`config.mk`:
```
export PLATFORM = sky130hd
export DESIGN_NAME = scoreboard_ctrl
export DESIGN_NICKNAME = d
export VERILOG_FILES = /design/src/rtl/sb_pkg.sv /design/src/rtl/sb_unit.sv /design/src/rtl/sb_regtab.sv /design/src/rtl/sb_issue.sv /design/src/rtl/scoreboard_ctrl.sv
export SDC_FILE = /design/constraint.sdc
export NUM_CORES = 1
export LEC_CHECK = 0
export ABC_CLOCK_PERIOD_IN_PS = 3300
export CORE_ASPECT_RATIO = 1.4
export CORE_MARGIN = 3
export CORE_UTILIZATION = 59
export DETAILED_ROUTE_END_ITERATION = 10
export DONT_BUFFER_PORTS = 1
export PLACE_DENSITY = 0.78
export SYNTH_ARGS = -nofsm -noshare
export SYNTH_HDL_FRONTEND = slang
export SYNTH_SLANG_ARGS = --single-unit
```
`constraint.sdc`:
```
create_clock -name clk -period 3.3 [get_ports clk]
set_input_delay 0.495 -clock clk [delete_from_list [all_inputs] [get_ports clk]]
set_output_delay 0.495 -clock clk [all_outputs]
set_load 0.01 [all_outputs]
```
`src/rtl/sb_pkg.sv`:
```
package sb_pkg;

    typedef enum logic [1:0] {
        ST_IDLE  = 2'd0,
        ST_READ  = 2'd1,
        ST_EXEC  = 2'd2,
        ST_WRITE = 2'd3
    } ustate_e;

    localparam logic [1:0] CL_INT = 2'd0;
    localparam logic [1:0] CL_ADD = 2'd1;
    localparam logic [1:0] CL_MUL = 2'd2;
    localparam logic [1:0] CL_DIV = 2'd3;

    // Units are laid out integer first, then multiply, add, divide.
    function automatic logic [1:0] class_of(input int idx, input int n_int,
                                            input int n_mul, input int n_add);
        if (idx < n_int)                    return CL_INT;
        else if (idx < n_int + n_mul)       return CL_MUL;
        else if (idx < n_int + n_mul + n_add) return CL_ADD;
        else                                return CL_DIV;
    endfunction

endpackage

```
`src/rtl/sb_unit.sv`:
```
module sb_unit
    import sb_pkg::*;
#(
    parameter int REG_W    = 5,
    parameter int UID_W    = 3,
    parameter int TAG_W    = 4,
    parameter int NU       = 5,
    parameter int EXEC_CYC = 1
) (
    input  logic             clk,
    input  logic             rst,
    input  logic             issue_en,
    input  logic [REG_W-1:0] iss_dst,
    input  logic [REG_W-1:0] iss_src1,
    input  logic [REG_W-1:0] iss_src2,
    input  logic [UID_W-1:0] iss_q1,
    input  logic [UID_W-1:0] iss_q2,
    input  logic             iss_r1,
    input  logic             iss_r2,
    input  logic [TAG_W-1:0] iss_tag,
    input  logic [NU-1:0]    wb_bcast,
    input  logic             war_clear,
    output ustate_e          state_o,
    output logic [REG_W-1:0] dst_o,
    output logic [REG_W-1:0] src1_o,
    output logic [REG_W-1:0] src2_o,
    output logic             r1_o,
    output logic             r2_o,
    output logic [TAG_W-1:0] tag_o,
    output logic             rd_go,
    output logic             wb_go
);

    localparam int CNT_W = (EXEC_CYC > 1) ? $clog2(EXEC_CYC) : 1;
    localparam logic [CNT_W-1:0] CNT_LOAD = CNT_W'(EXEC_CYC - 1);

    ustate_e          state, state_n;
    logic [REG_W-1:0] dst, src1, src2;
    logic [UID_W-1:0] q1, q2;
    logic             r1, r2;
    logic [CNT_W-1:0] cnt;
    logic [TAG_W-1:0] tag;
    logic             hit1, hit2;

    // Does the producer named in Qj / Qk write back this cycle?
    always_comb begin
        hit1 = 1'b0;
        hit2 = 1'b0;
        for (int i = 0; i < NU; i++) begin
            if (q1 == UID_W'(i) && wb_bcast[i]) hit1 = 1'b1;
            if (q2 == UID_W'(i) && wb_bcast[i]) hit2 = 1'b1;
        end
    end

    // Output process
    always_comb begin
        rd_go = (state == ST_READ) && r1 && r2;
        wb_go = (state == ST_WRITE) && war_clear;
    end

    // Next-state process
    always_comb begin
        state_n = state;
        unique case (state)
            ST_IDLE:  if (issue_en)   state_n = ST_READ;
            ST_READ:  if (rd_go)      state_n = ST_EXEC;
            ST_EXEC:  if (cnt == '0)  state_n = ST_WRITE;
            ST_WRITE: if (wb_go)      state_n = ST_IDLE;
            default:                  state_n = ST_IDLE;
        endcase
    end

    // State register and status fields
    always_ff @(posedge clk) begin
        if (rst) begin
            state <= ST_IDLE;
            dst   <= '0;
            src1  <= '0;
            src2  <= '0;
            q1    <= '0;
            q2    <= '0;
            r1    <= 1'b0;
            r2    <= 1'b0;
            cnt   <= '0;
            tag   <= '0;
        end else begin
            state <= state_n;
            unique case (state)
                ST_IDLE: begin
                    if (issue_en) begin
                        dst  <= iss_dst;
                        src1 <= iss_src1;
                        src2 <= iss_src2;
                        q1   <= iss_q1;
                        q2   <= iss_q2;
                        r1   <= iss_r1;
                        r2   <= iss_r2;
                        tag  <= iss_tag;
                    end
                end
                ST_READ: begin
                    if (rd_go) begin
                        r1  <= 1'b0;
                        r2  <= 1'b0;
                        q1  <= '0;
                        q2  <= '0;
                        cnt <= CNT_LOAD;
                    end else begin
                        if (!r1 && hit1) begin
                            r1 <= 1'b1;
                            q1 <= '0;
                        end
                        if (!r2 && hit2) begin
                            r2 <= 1'b1;
                            q2 <= '0;
                        end
                    end
                end
                ST_EXEC: begin
                    if (cnt != '0) cnt <= cnt - 1'b1;
                end
                ST_WRITE: begin
                    cnt <= '0;
                end
                default: begin
                    cnt <= '0;
                end
            endcase
        end
    end

    assign state_o = state;
    assign dst_o   = dst;
    assign src1_o  = src1;
    assign src2_o  = src2;
    assign r1_o    = r1;
    assign r2_o    = r2;
    assign tag_o   = tag;

    // an operand grant always moves the unit into execution
    a_r5_read_to_exec: assert property (@(posedge clk) disable iff (rst)
        rd_go |=> (state == ST_EXEC));

    // a write grant frees the unit on the next cycle
    a_r8_write_frees: assert property (@(posedge clk) disable iff (rst)
        wb_go |=> (state == ST_IDLE));

    // the write state is only entered from a finished countdown
    a_r6_write_after_exec: assert property (@(posedge clk) disable iff (rst)
        (state == ST_EXEC && cnt != '0) |=> (state == ST_EXEC));

endmodule

```
`src/rtl/sb_regtab.sv`:
```
module sb_regtab #(
    parameter int NREG  = 32,
    parameter int REG_W = 5,
    parameter int NU    = 5,
    parameter int UID_W = 3
) (
    input  logic                  clk,
    input  logic                  rst,
    input  logic                  set_en,
    input  logic [REG_W-1:0]      set_reg,
    input  logic [UID_W-1:0]      set_uid,
    input  logic [NU-1:0]         wb_vec,
    output logic [NREG-1:0]       pend,
    output logic [NREG*UID_W-1:0] owner_flat
);

    logic [UID_W-1:0] owner [NREG];
    logic [NREG-1:0]  clr;

    always_comb begin
        clr = '0;
        for (int r = 0; r < NREG; r++) begin
            for (int u = 0; u < NU; u++) begin
                if (pend[r] && owner[r] == UID_W'(u) && wb_vec[u]) clr[r] = 1'b1;
            end
        end
    end

    always_ff @(posedge clk) begin
        if (rst) begin
            pend <= '0;
            for (int r = 0; r < NREG; r++) owner[r] <= '0;
        end else begin
            for (int r = 0; r < NREG; r++) begin
                if (set_en && set_reg == REG_W'(r)) begin
                    pend[r]  <= 1'b1;
                    owner[r] <= set_uid;
                end else if (clr[r]) begin
                    pend[r]  <= 1'b0;
                    owner[r] <= '0;
                end
            end
        end
    end

    for (genvar r = 0; r < NREG; r++) begin : g_flat
        assign owner_flat[r*UID_W +: UID_W] = owner[r];
    end

    // issue never claims a register that already has a pending writer
    a_r3_no_double_claim: assert property (@(posedge clk) disable iff (rst)
        set_en |-> !pend[set_reg]);

    // a unit owns at most one register entry at any time
    for (genvar u = 0; u < NU; u++) begin : g_claim
        logic [NREG-1:0] claims;
        always_comb begin
            for (int r = 0; r < NREG; r++)
                claims[r] = pend[r] && (owner[r] == UID_W'(u));
        end
        a_r8_single_claim: assert property (@(posedge clk) disable iff (rst)
            $countones(claims) <= 1);
    end

endmodule

```
`src/rtl/sb_issue.sv`:
```
module sb_issue
    import sb_pkg::*;
#(
    parameter int NU    = 5,
    parameter int UID_W = 3,
    parameter int N_INT = 1,
    parameter int N_MUL = 2,
    parameter int N_ADD = 1
) (
    input  logic             in_valid,
    input  logic [1:0]       in_class,
    input  logic [NU-1:0]    unit_idle,
    input  logic             dst_busy,
    output logic             fire,
    output logic             stall,
    output logic [UID_W-1:0] sel_uid,
    output logic [NU-1:0]    sel_vec
);

    logic [NU-1:0] cand;
    logic          found;

    for (genvar i = 0; i < NU; i++) begin : g_cand
        localparam logic [1:0] CLS = class_of(i, N_INT, N_MUL, N_ADD);
        assign cand[i] = unit_idle[i] && (in_class == CLS);
    end

    // Lowest-indexed idle unit of the class wins
    always_comb begin
        sel_uid = '0;
        found   = 1'b0;
        for (int i = NU - 1; i >= 0; i--) begin
            if (cand[i]) begin
                sel_uid = UID_W'(i);
                found   = 1'b1;
            end
        end
        fire  = in_valid && found && !dst_busy;
        stall = in_valid && !fire;
        sel_vec = '0;
        for (int i = 0; i < NU; i++) begin
            if (fire && sel_uid == UID_W'(i)) sel_vec[i] = 1'b1;
        end
    end

endmodule

```
`src/rtl/scoreboard_ctrl.sv`:
```
module scoreboard_ctrl
    import sb_pkg::*;
#(
    parameter int NREG    = 32,
    parameter int TAG_W   = 4,
    parameter int N_INT   = 1,
    parameter int N_MUL   = 2,
    parameter int N_ADD   = 1,
    parameter int N_DIV   = 1,
    parameter int LAT_INT = 0,
    parameter int LAT_ADD = 2,
    parameter int LAT_MUL = 10,
    parameter int LAT_DIV = 40,
    localparam int NU     = N_INT + N_MUL + N_ADD + N_DIV,
    localparam int UID_W  = (NU > 1) ? $clog2(NU) : 1,
    localparam int REG_W  = $clog2(NREG)
) (
    input  logic                clk,
    input  logic                rst,
    input  logic                in_valid,
    input  logic [1:0]          in_class,
    input  logic [REG_W-1:0]    in_dst,
    input  logic [REG_W-1:0]    in_src1,
    input  logic [REG_W-1:0]    in_src2,
    input  logic [TAG_W-1:0]    in_tag,
    output logic                issue_stall,
    output logic                issue_fire,
    output logic [UID_W-1:0]    issue_unit,
    output logic [NU-1:0]       rd_grant,
    output logic [NU-1:0]       wb_grant,
    output logic [2*NU-1:0]     unit_state,
    output logic [TAG_W*NU-1:0] unit_tag
);

    ustate_e          ust  [NU];
    logic [REG_W-1:0] udst [NU];
    logic [REG_W-1:0] us1  [NU];
    logic [REG_W-1:0] us2  [NU];
    logic [NU-1:0]    ur1, ur2, idle_vec, sel_vec, war_block;

    logic [NREG-1:0]       pend;
    logic [NREG*UID_W-1:0] owner_flat;
    logic [UID_W-1:0]      owner [NREG];
    logic                  src_rdy1, src_rdy2, bypass1, bypass2;

    for (genvar r = 0; r < NREG; r++) begin : g_own
        assign owner[r] = owner_flat[r*UID_W +: UID_W];
    end

    sb_regtab #(.NREG(NREG), .REG_W(REG_W), .NU(NU), .UID_W(UID_W)) u_regtab (
        .clk       (clk),
        .rst       (rst),
        .set_en    (issue_fire),
        .set_reg   (in_dst),
        .set_uid   (issue_unit),
        .wb_vec    (wb_grant),
        .pend      (pend),
        .owner_flat(owner_flat)
    );

    sb_issue #(.NU(NU), .UID_W(UID_W), .N_INT(N_INT), .N_MUL(N_MUL),
               .N_ADD(N_ADD)) u_issue (
        .in_valid (in_valid),
        .in_class (in_class),
        .unit_idle(idle_vec),
        .dst_busy (pend[in_dst]),
        .fire     (issue_fire),
        .stall    (issue_stall),
        .sel_uid  (issue_unit),
        .sel_vec  (sel_vec)
    );

    // A source is ready when nobody owns it, or its owner writes it back
    // in the very cycle of issue (that owner will not broadcast again).
    always_comb begin
        bypass1 = 1'b0;
        bypass2 = 1'b0;
        for (int u = 0; u < NU; u++) begin
            if (owner[in_src1] == UID_W'(u) && wb_grant[u]) bypass1 = 1'b1;
            if (owner[in_src2] == UID_W'(u) && wb_grant[u]) bypass2 = 1'b1;
        end
        src_rdy1 = !pend[in_src1] || bypass1;
        src_rdy2 = !pend[in_src2] || bypass2;
    end

    // WAR: hold write-back while an earlier reader still waits on the old value
    always_comb begin
        war_block = '0;
        for (int u = 0; u < NU; u++) begin
            for (int f = 0; f < NU; f++) begin
                if (f != u && ust[f] == ST_READ &&
                    ((ur1[f] && us1[f] == udst[u]) || (ur2[f] && us2[f] == udst[u])))
                    war_block[u] = 1'b1;
            end
        end
    end

    for (genvar gi = 0; gi < NU; gi++) begin : g_unit
        localparam logic [1:0] CLS = class_of(gi, N_INT, N_MUL, N_ADD);
        localparam int LAT = (CLS == CL_INT) ? LAT_INT :
                             (CLS == CL_ADD) ? LAT_ADD :
                             (CLS == CL_MUL) ? LAT_MUL : LAT_DIV;
        localparam int ECYC = (LAT < 1) ? 1 : LAT;

        sb_unit #(.REG_W(REG_W), .UID_W(UID_W), .TAG_W(TAG_W), .NU(NU),
                  .EXEC_CYC(ECYC)) u_unit (
            .clk      (clk),
            .rst      (rst),
            .issue_en (sel_vec[gi]),
            .iss_dst  (in_dst),
            .iss_src1 (in_src1),
            .iss_src2 (in_src2),
            .iss_q1   (owner[in_src1]),
            .iss_q2   (owner[in_src2]),
            .iss_r1   (src_rdy1),
            .iss_r2   (src_rdy2),
            .iss_tag  (in_tag),
            .wb_bcast (wb_grant),
            .war_clear(!war_block[gi]),
            .state_o  (ust[gi]),
            .dst_o    (udst[gi]),
            .src1_o   (us1[gi]),
            .src2_o   (us2[gi]),
            .r1_o     (ur1[gi]),
            .r2_o     (ur2[gi]),
            .tag_o    (unit_tag[gi*TAG_W +: TAG_W]),
            .rd_go    (rd_grant[gi]),
            .wb_go    (wb_grant[gi])
        );

        assign idle_vec[gi]           = (ust[gi] == ST_IDLE);
        assign unit_state[2*gi +: 2]  = ust[gi];

        // the unit named at issue is waiting for operands next cycle
        a_r2_issue_lands: assert property (@(posedge clk) disable iff (rst)
            (issue_fire && issue_unit == UID_W'(gi)) |=> (ust[gi] == ST_READ));

        // a unit in the write state never coexists with its write grant
        // while a pending reader of its destination still holds a ready flag
        a_r7_war_hold: assert property (@(posedge clk) disable iff (rst)
            (ust[gi] == ST_WRITE && !wb_grant[gi]) |=> (ust[gi] == ST_WRITE));
    end

endmodule

```
# After elaboration in Yosys (flattened, before gate mapping)
# Memory sizes are Yosys's and may differ from the RTL's.
# Index checks and enable logic that the tools add are counted.
dict set report op_classes {
  n_reduce_logical 676
  eq_ne 302
  n_lt_le_gt_ge 5
  mux 741
  bitwise_logic 66
  add_sub_neg 5
}
# operator n
set op_table {}
lappend op_table {{1-bit two-way mux} 577}
lappend op_table {{1-bit logical AND} 510}
lappend op_table {{3-bit two-way mux} 103}
lappend op_table {{3-bit by 2-bit == test with 1-bit output, second input constant} 90}
lappend op_table {{5-bit == test} 40}
lappend op_table {{3-bit by 1-bit == test with 1-bit output, second input constant} 45}
lappend op_table {{3-bit == test, second input constant} 45}
lappend op_table {{3-bit logical NOT} 45}
lappend op_table {{5-bit == test, second input constant} 16}
lappend op_table {{2-bit nonzero test} 37}
lappend op_table {{1-bit bitwise OR} 64}
lappend op_table {{3-bit case mux with 2 select lines} 10}
lappend op_table {{2-bit by 1-bit inequality test with 1-bit output, second input constant} 21}
lappend op_table {{5-bit by 4-bit == test with 1-bit output, second input constant} 8}
lappend op_table {{2-bit two-way mux} 20}
lappend op_table {{2-bit case mux with 4 select lines} 5}
lappend op_table {{3-bit AND reduction} 13}
lappend op_table {{3-bit binary-select mux with 5-bit select} 2}
lappend op_table {{3-bit by 1-bit inequality test with 1-bit output, second input constant} 10}
lappend op_table {{2-bit == test, second input constant} 12}
lappend op_table {{4-bit case mux with 3 select lines} 2}
lappend op_table {{1-bit logical OR} 22}
lappend op_table {{5-bit by 3-bit == test with 1-bit output, second input constant} 4}
lappend op_table {{1-bit case mux with 2 select lines} 10}
lappend op_table {{other kinds (25)} 84}
dict set report totals {
  ff_bits 193
  in_bits 24
  output_inout_bits 45
  word_cells 1878
  ramBits 96
  n_memories 1
}
# memory words word_bits read_ports rd_clocked_by_memory_dff wr line
set memory_table {}
lappend memory_table {u_regtab.owner 32 3 32 0 32 sb_regtab.sv:17} ;# logic [UID_W-1:0] owner [NREG];

# Longest topological paths before layout
dict set report logic_depth {
  depth_word 21
  ltp_mapped 13
  ltp_nobuf 11
}

# Modules after synthesis
# A second synthesis with hierarchy kept.
dict set report hier_totals {
  hier_cells 2130
  hier_area_um2 19874.1
}
# module instances cells_per_inst area_per_inst_um2 seq_area_each_um2
set modules_own_cells {}
lappend modules_own_cells {sb_regtab 1 667 7254.5 3523.4}
lappend modules_own_cells {scoreboard_ctrl 1 530 4954.8 0.0}
lappend modules_own_cells {{sb_unit (g_unit[4].u_unit)} 1 209 1696.6 700.7}
lappend modules_own_cells {{sb_unit (g_unit[1].u_unit)} 1 195 1585.3 660.6}
lappend modules_own_cells {{sb_unit (g_unit[2].u_unit)} 1 183 1557.7 660.6}
lappend modules_own_cells {{sb_unit (g_unit[3].u_unit)} 1 170 1410.1 600.6}
lappend modules_own_cells {{sb_unit (g_unit[0].u_unit)} 1 156 1288.7 580.6}
lappend modules_own_cells {sb_issue 1 20 126.4 0.0}

# Least setup slack after synthesis
# OpenSTA, ideal clock, no wires.
dict set report synth_timing {
  path_type {input to register}
  startpoint {in in_dst[1]}
  endpoint {mem u_regtab.owner[10][0], in the netlist u_regtab.owner[0][30], enable pin}
  required_time_ns 2.956
  stages 8
  setup_ns 0.344
  path_buffers 2
  arrival_ns 2.898
  setup_slack_ns 0.058
  path_cell_list {buf_2 mux4_2 mux4_2 mux2i_4 nand3_1 or3_1 clkbuf_1 o21ai_0}
}
# element line
set synth_lines {}
lappend synth_lines {{start: declaration} scoreboard_ctrl.sv:22} ;# input logic [REG_W-1:0] in_dst,
lappend synth_lines {{end: declaration} sb_regtab.sv:17}

==> load_flow_metrics.sql <==
INSERT INTO impl_metrics (metric_group, metric, value, unit) VALUES
('clock_network', 'cts_max_level', '1', ''),
('power', 'power.share.sequential', '40.1', '%'),
('placement', 'io_buffers', '0', ''),
('critical_path', 'worstPathRequired', '3.58', 'ns'),
('placement', 'dp_worst_setup_slack', '0.0310', 'ns'),
('floorplanning', 'die_width', '160', 'um'),
('synthesis', 'synth-edff-count', '96', ''),
('clock_network', 'cts.clk_slew.worst_paths', '0.07', 'ns'),
('synthesis', 'post_synth_inst_count', '2175', ''),
('critical_path', 'criticalPathCategory', 'reg -> reg', ''),
('sta', 'finalSetupViolations', '3', ''),
('sta', 'fin_skew', '0.0149', 'ns'),
('critical_path', 'critical_path_peak_fanout', '16', ''),
('clock_network', 'cts_root_buf', 'sky130_fd_sc_hd__clkbuf_16', ''),
('global_routing', 'grt_first_pass_wirelength', '102000', 'um'),
('clock_network', 'clock-sinks', '288', ''),
('sta', 'final_min_period_over_clock_period', '100', '%'),
('power', 'p_comb_share', '30.2', '%'),
('final_layout', 'final_layout_size_suffix_gt1_share', '14.7', '%'),
('sta', 'min_hold_slack', '0.0171', 'ns'),
('global_routing', 'number_of_antenna_violations_at_the_first_check_in_global_routing', '2', ''),
('synthesis', 'yosys_most_used_dff', 'sky130_fd_sc_hd__dfxtp_1', ''),
('sta', 'slew-limit-headroom', '29.5', '%'),
('global_routing', 'gr-total-overflow', '0', ''),
('power', 'cellLeakagePower', '8.21', 'nW'),
('route', 'remaining_drc_errors', '0', ''),
('synthesis', 'yosys-top-cells-area', 'sky130_fd_sc_hd__dfxtp_1 (20%), sky130_fd_sc_hd__edfxtp_1 (15%), sky130_fd_sc_hd__mux2i_1 (8.7%), sky130_fd_sc_hd__mux4_2 (7.3%), sky130_fd_sc_hd__nor2_1 (5.2%)', ''),
('sta', 'finalWorstSetupSlack', '-0.00382', 'ns'),
('floorplanning', 'die_h', '221', 'um'),
('final_layout', 'fill_cells', '2585', ''),
('critical_path', 'worstReg2RegStart', 'g_unit[4].u_unit.state_o[1]', ''),
('critical_path', 'critical_path.endpoint_type', 'register', ''),
('outcome', 'run_status', 'complete, but fails checks', ''),
('route', 'drt_first_iter_violations', '2585', ''),
('worst_hold_path', 'hp-start', 'rst', ''),
('clock_network', 'clock_insertion_delay_worst_skew', '0.59', 'ns'),
('power', 'p_int', '7.30', 'mW'),
('route', 'drtPass1Iterations', '5', ''),
('synthesis', 'post_synth_num_cell_types', '87', ''),
('flow_run', 'cap_viol_max_count', '0', ''),
('worst_hold_path', 'worst_hold_path_type', 'in -> reg', ''),
('placement', 'gp_congestion', '1.05', ''),
('global_routing', 'number_of_global_route_vias_before_repair', '17800', ''),
('power', 'worst_ir_drop_vdd', '0.477', 'mV'),
('final_layout', 'fin_nets', '2224', ''),
('final_layout', 'sequential_cell_area', '6730', 'um^2'),
('power', 'switching_power', '3.88', 'mW'),
('final_layout', 'layout_commonest_cell', 'sky130_fd_sc_hd__nor2_1', ''),
('synthesis', 'syn-num-nets', '2224', ''),
('synthesis', 'ys_seq_elements', '288', ''),
('synthesis', 'synth_top_cell_area_share', '19.7', '%'),
('synthesis', 'synth_area', '19500', 'um^2'),
('route', 'wl_per_cell', '25.6', 'um'),
('route', 'totalWireLength', '67400', 'um'),
('final_layout', 'multi_input_area', '11700', 'um^2'),
('outcome', 'failed_checks', 'setup timing', ''),
('synthesis', 'ys.warnings.count', '0', ''),
('power', 'power.share.switching', '34.7', '%'),
('final_layout', 'most_frequent_cells_in_the_layout', 'sky130_fd_sc_hd__nor2_1 (267), sky130_fd_sc_hd__dfxtp_1 (187), sky130_fd_sc_hd__mux2i_1 (170)', ''),
('clock_network', 'worst_case_clock_buffer_depth', '3', ''),
('sta', 'slew_viol_final', '0', ''),
('sta', 'finalWorstPathRequiredPeriod', '3.30', 'ns'),
('synthesis', 'synthDominantAreaCellType', 'sky130_fd_sc_hd__dfxtp_1', ''),
('sta', 'transition_at_the_pin_with_the_smallest_max_transition_slack', '1.05', 'ns'),
('route', 'vias', '18100', ''),
('final_layout', 'antenna-diode-count', '0', ''),
('final_layout', 'syn2layout_area_growth', '11.2', '%'),
('critical_path', 'type_of_origin_of_the_critical_path', 'register', ''),
('floorplanning', 'placement_rows', '78', ''),
('power', 'share_clk_of_total_power', '29.7', '%'),
('floorplanning', 'initial_utilization', '60.1', '%');
[cells in the mapped netlist, drive strengths merged (11+ instances only)]
cell type	count
clkbuf	113
or3	38
nor2	271
dfxtp	192
nor2b	20
nor4bb	14
o21a	13
nor4	39
nor3	48
a21oi	93
ha	25
nand2	171
nand3	25
edfxtp	96
nand4	55
xnor2	102
a211oi	12
nand2b	16
mux2	11
nand3b	21
buf	92
a31oi	19
mux4	63
xor2	100
nor4b	16
mux2i	171
inv	70
or2	11
a22oi	22
o21ai	82
o211ai	16
[worst max-delay path, cell delays in order, from the launching register on]
cell and delay, ns:
sky130_fd_sc_hd__dfxtp_1 0.32, sky130_fd_sc_hd__inv_1 0.07, sky130_fd_sc_hd__ha_1 0.23, sky130_fd_sc_hd__nand2_1 0.20, sky130_fd_sc_hd__or3_1 0.42, sky130_fd_sc_hd__nand4_1 0.22, sky130_fd_sc_hd__nor3_4 0.11, sky130_fd_sc_hd__buf_4 0.23
sky130_fd_sc_hd__mux2i_1 0.15, sky130_fd_sc_hd__nor4bb_1 0.07, sky130_fd_sc_hd__a2111oi_1 0.63, sky130_fd_sc_hd__o21ai_0 0.34
[per-layer routing]
layer  track usage (%)  part of all wire (%)
met4              27.7                   9.3
met1              40.3                    33
met2              61.1                    47
met5                 0                 0.040
met3              8.58                    11
[through the flow]
stage / area, um^2 / setup TNS [ns] / total power [mW] / std cells
after floorplan: 19500 / 0 / 6.72 / 2175
after CTS: 21700 / 0 / 11.1 / 2637
final: 21700 / -0.0111 / 11.2 / 2639
after detailed placement: 20700 / 0 / 7.78 / 2571
after global routing: 21700 / 0 / 11.6 / 2639
after global placement: 20700 / 0 / 7.67 / 2571
[area by class of cell]
cell class	instances	share of cell area [%]
clock inverters	11	0.368
repair buffers	173	7.29
inverters	71	1.23
well taps	440	2.53
multi-input cells	1611	53.7
flip-flops and latches	288	31.0
clock buffers	45	3.91
[logic make-up (layout without fill, tap and decap cells)]
logic type | Yosys count | count (layout) | share of synthesized area, %
compound gates | 359 | 359 | 12.3
simple gates | 780 | 780 | 19.8
fa+ha+maj | 25 | 25 | 1.60
xor+xnor | 202 | 202 | 9.05
buf+inv | 276 | 300 | 6.14
flops | 288 | 288 | 34.4
mux | 245 | 245 | 16.7
[power by group through the flow]
stage	sequential (mW)	clock [mW]	combinational, mW
2_1_floorplan	4.33	0	2.38
3_3_place_gp	4.52	0	3.15
3_5_place_dp	4.54	0	3.24
4_1_cts	4.46	3.33	3.28
5_1_grt	4.52	3.48	3.61
6_report	4.49	3.33	3.38
[path summary, 6_finish.rpt]
path	cells past startpoint	end	slack, ns
worst max-delay path	11	u_regtab.owner[0][13]	-0.004
worst min-delay path	1	g_unit[3].u_unit.src2_o[4]	0.02
worst max register to register	11	u_regtab.owner[0][13]	-0.004
worst min register to register	2	g_unit[1].u_unit.q1[2]	0.49
[sequential cells by signal, indices dropped and copies added (netlist names), 20 cells and up]
| signal | flops |
|---|---|
| u_regtab.owner | 96 |
| u_regtab.pend | 32 |
| g_unit.u_unit.dst_o | 25 |
| g_unit.u_unit.src1_o | 25 |
| g_unit.u_unit.src2_o | 25 |
| g_unit.u_unit.tag_o | 20 |
[repair_timing]
action                     in CTS  in global routing
hold endpoints to repair        5                  1
hold buffers                    8                  1
buffers inserted                2                  1
setup endpoints to repair       4                 71
resized for setup               1                 18
pin swaps                       1                  1
Note: power is estimated with default switching activity, not from simulation.
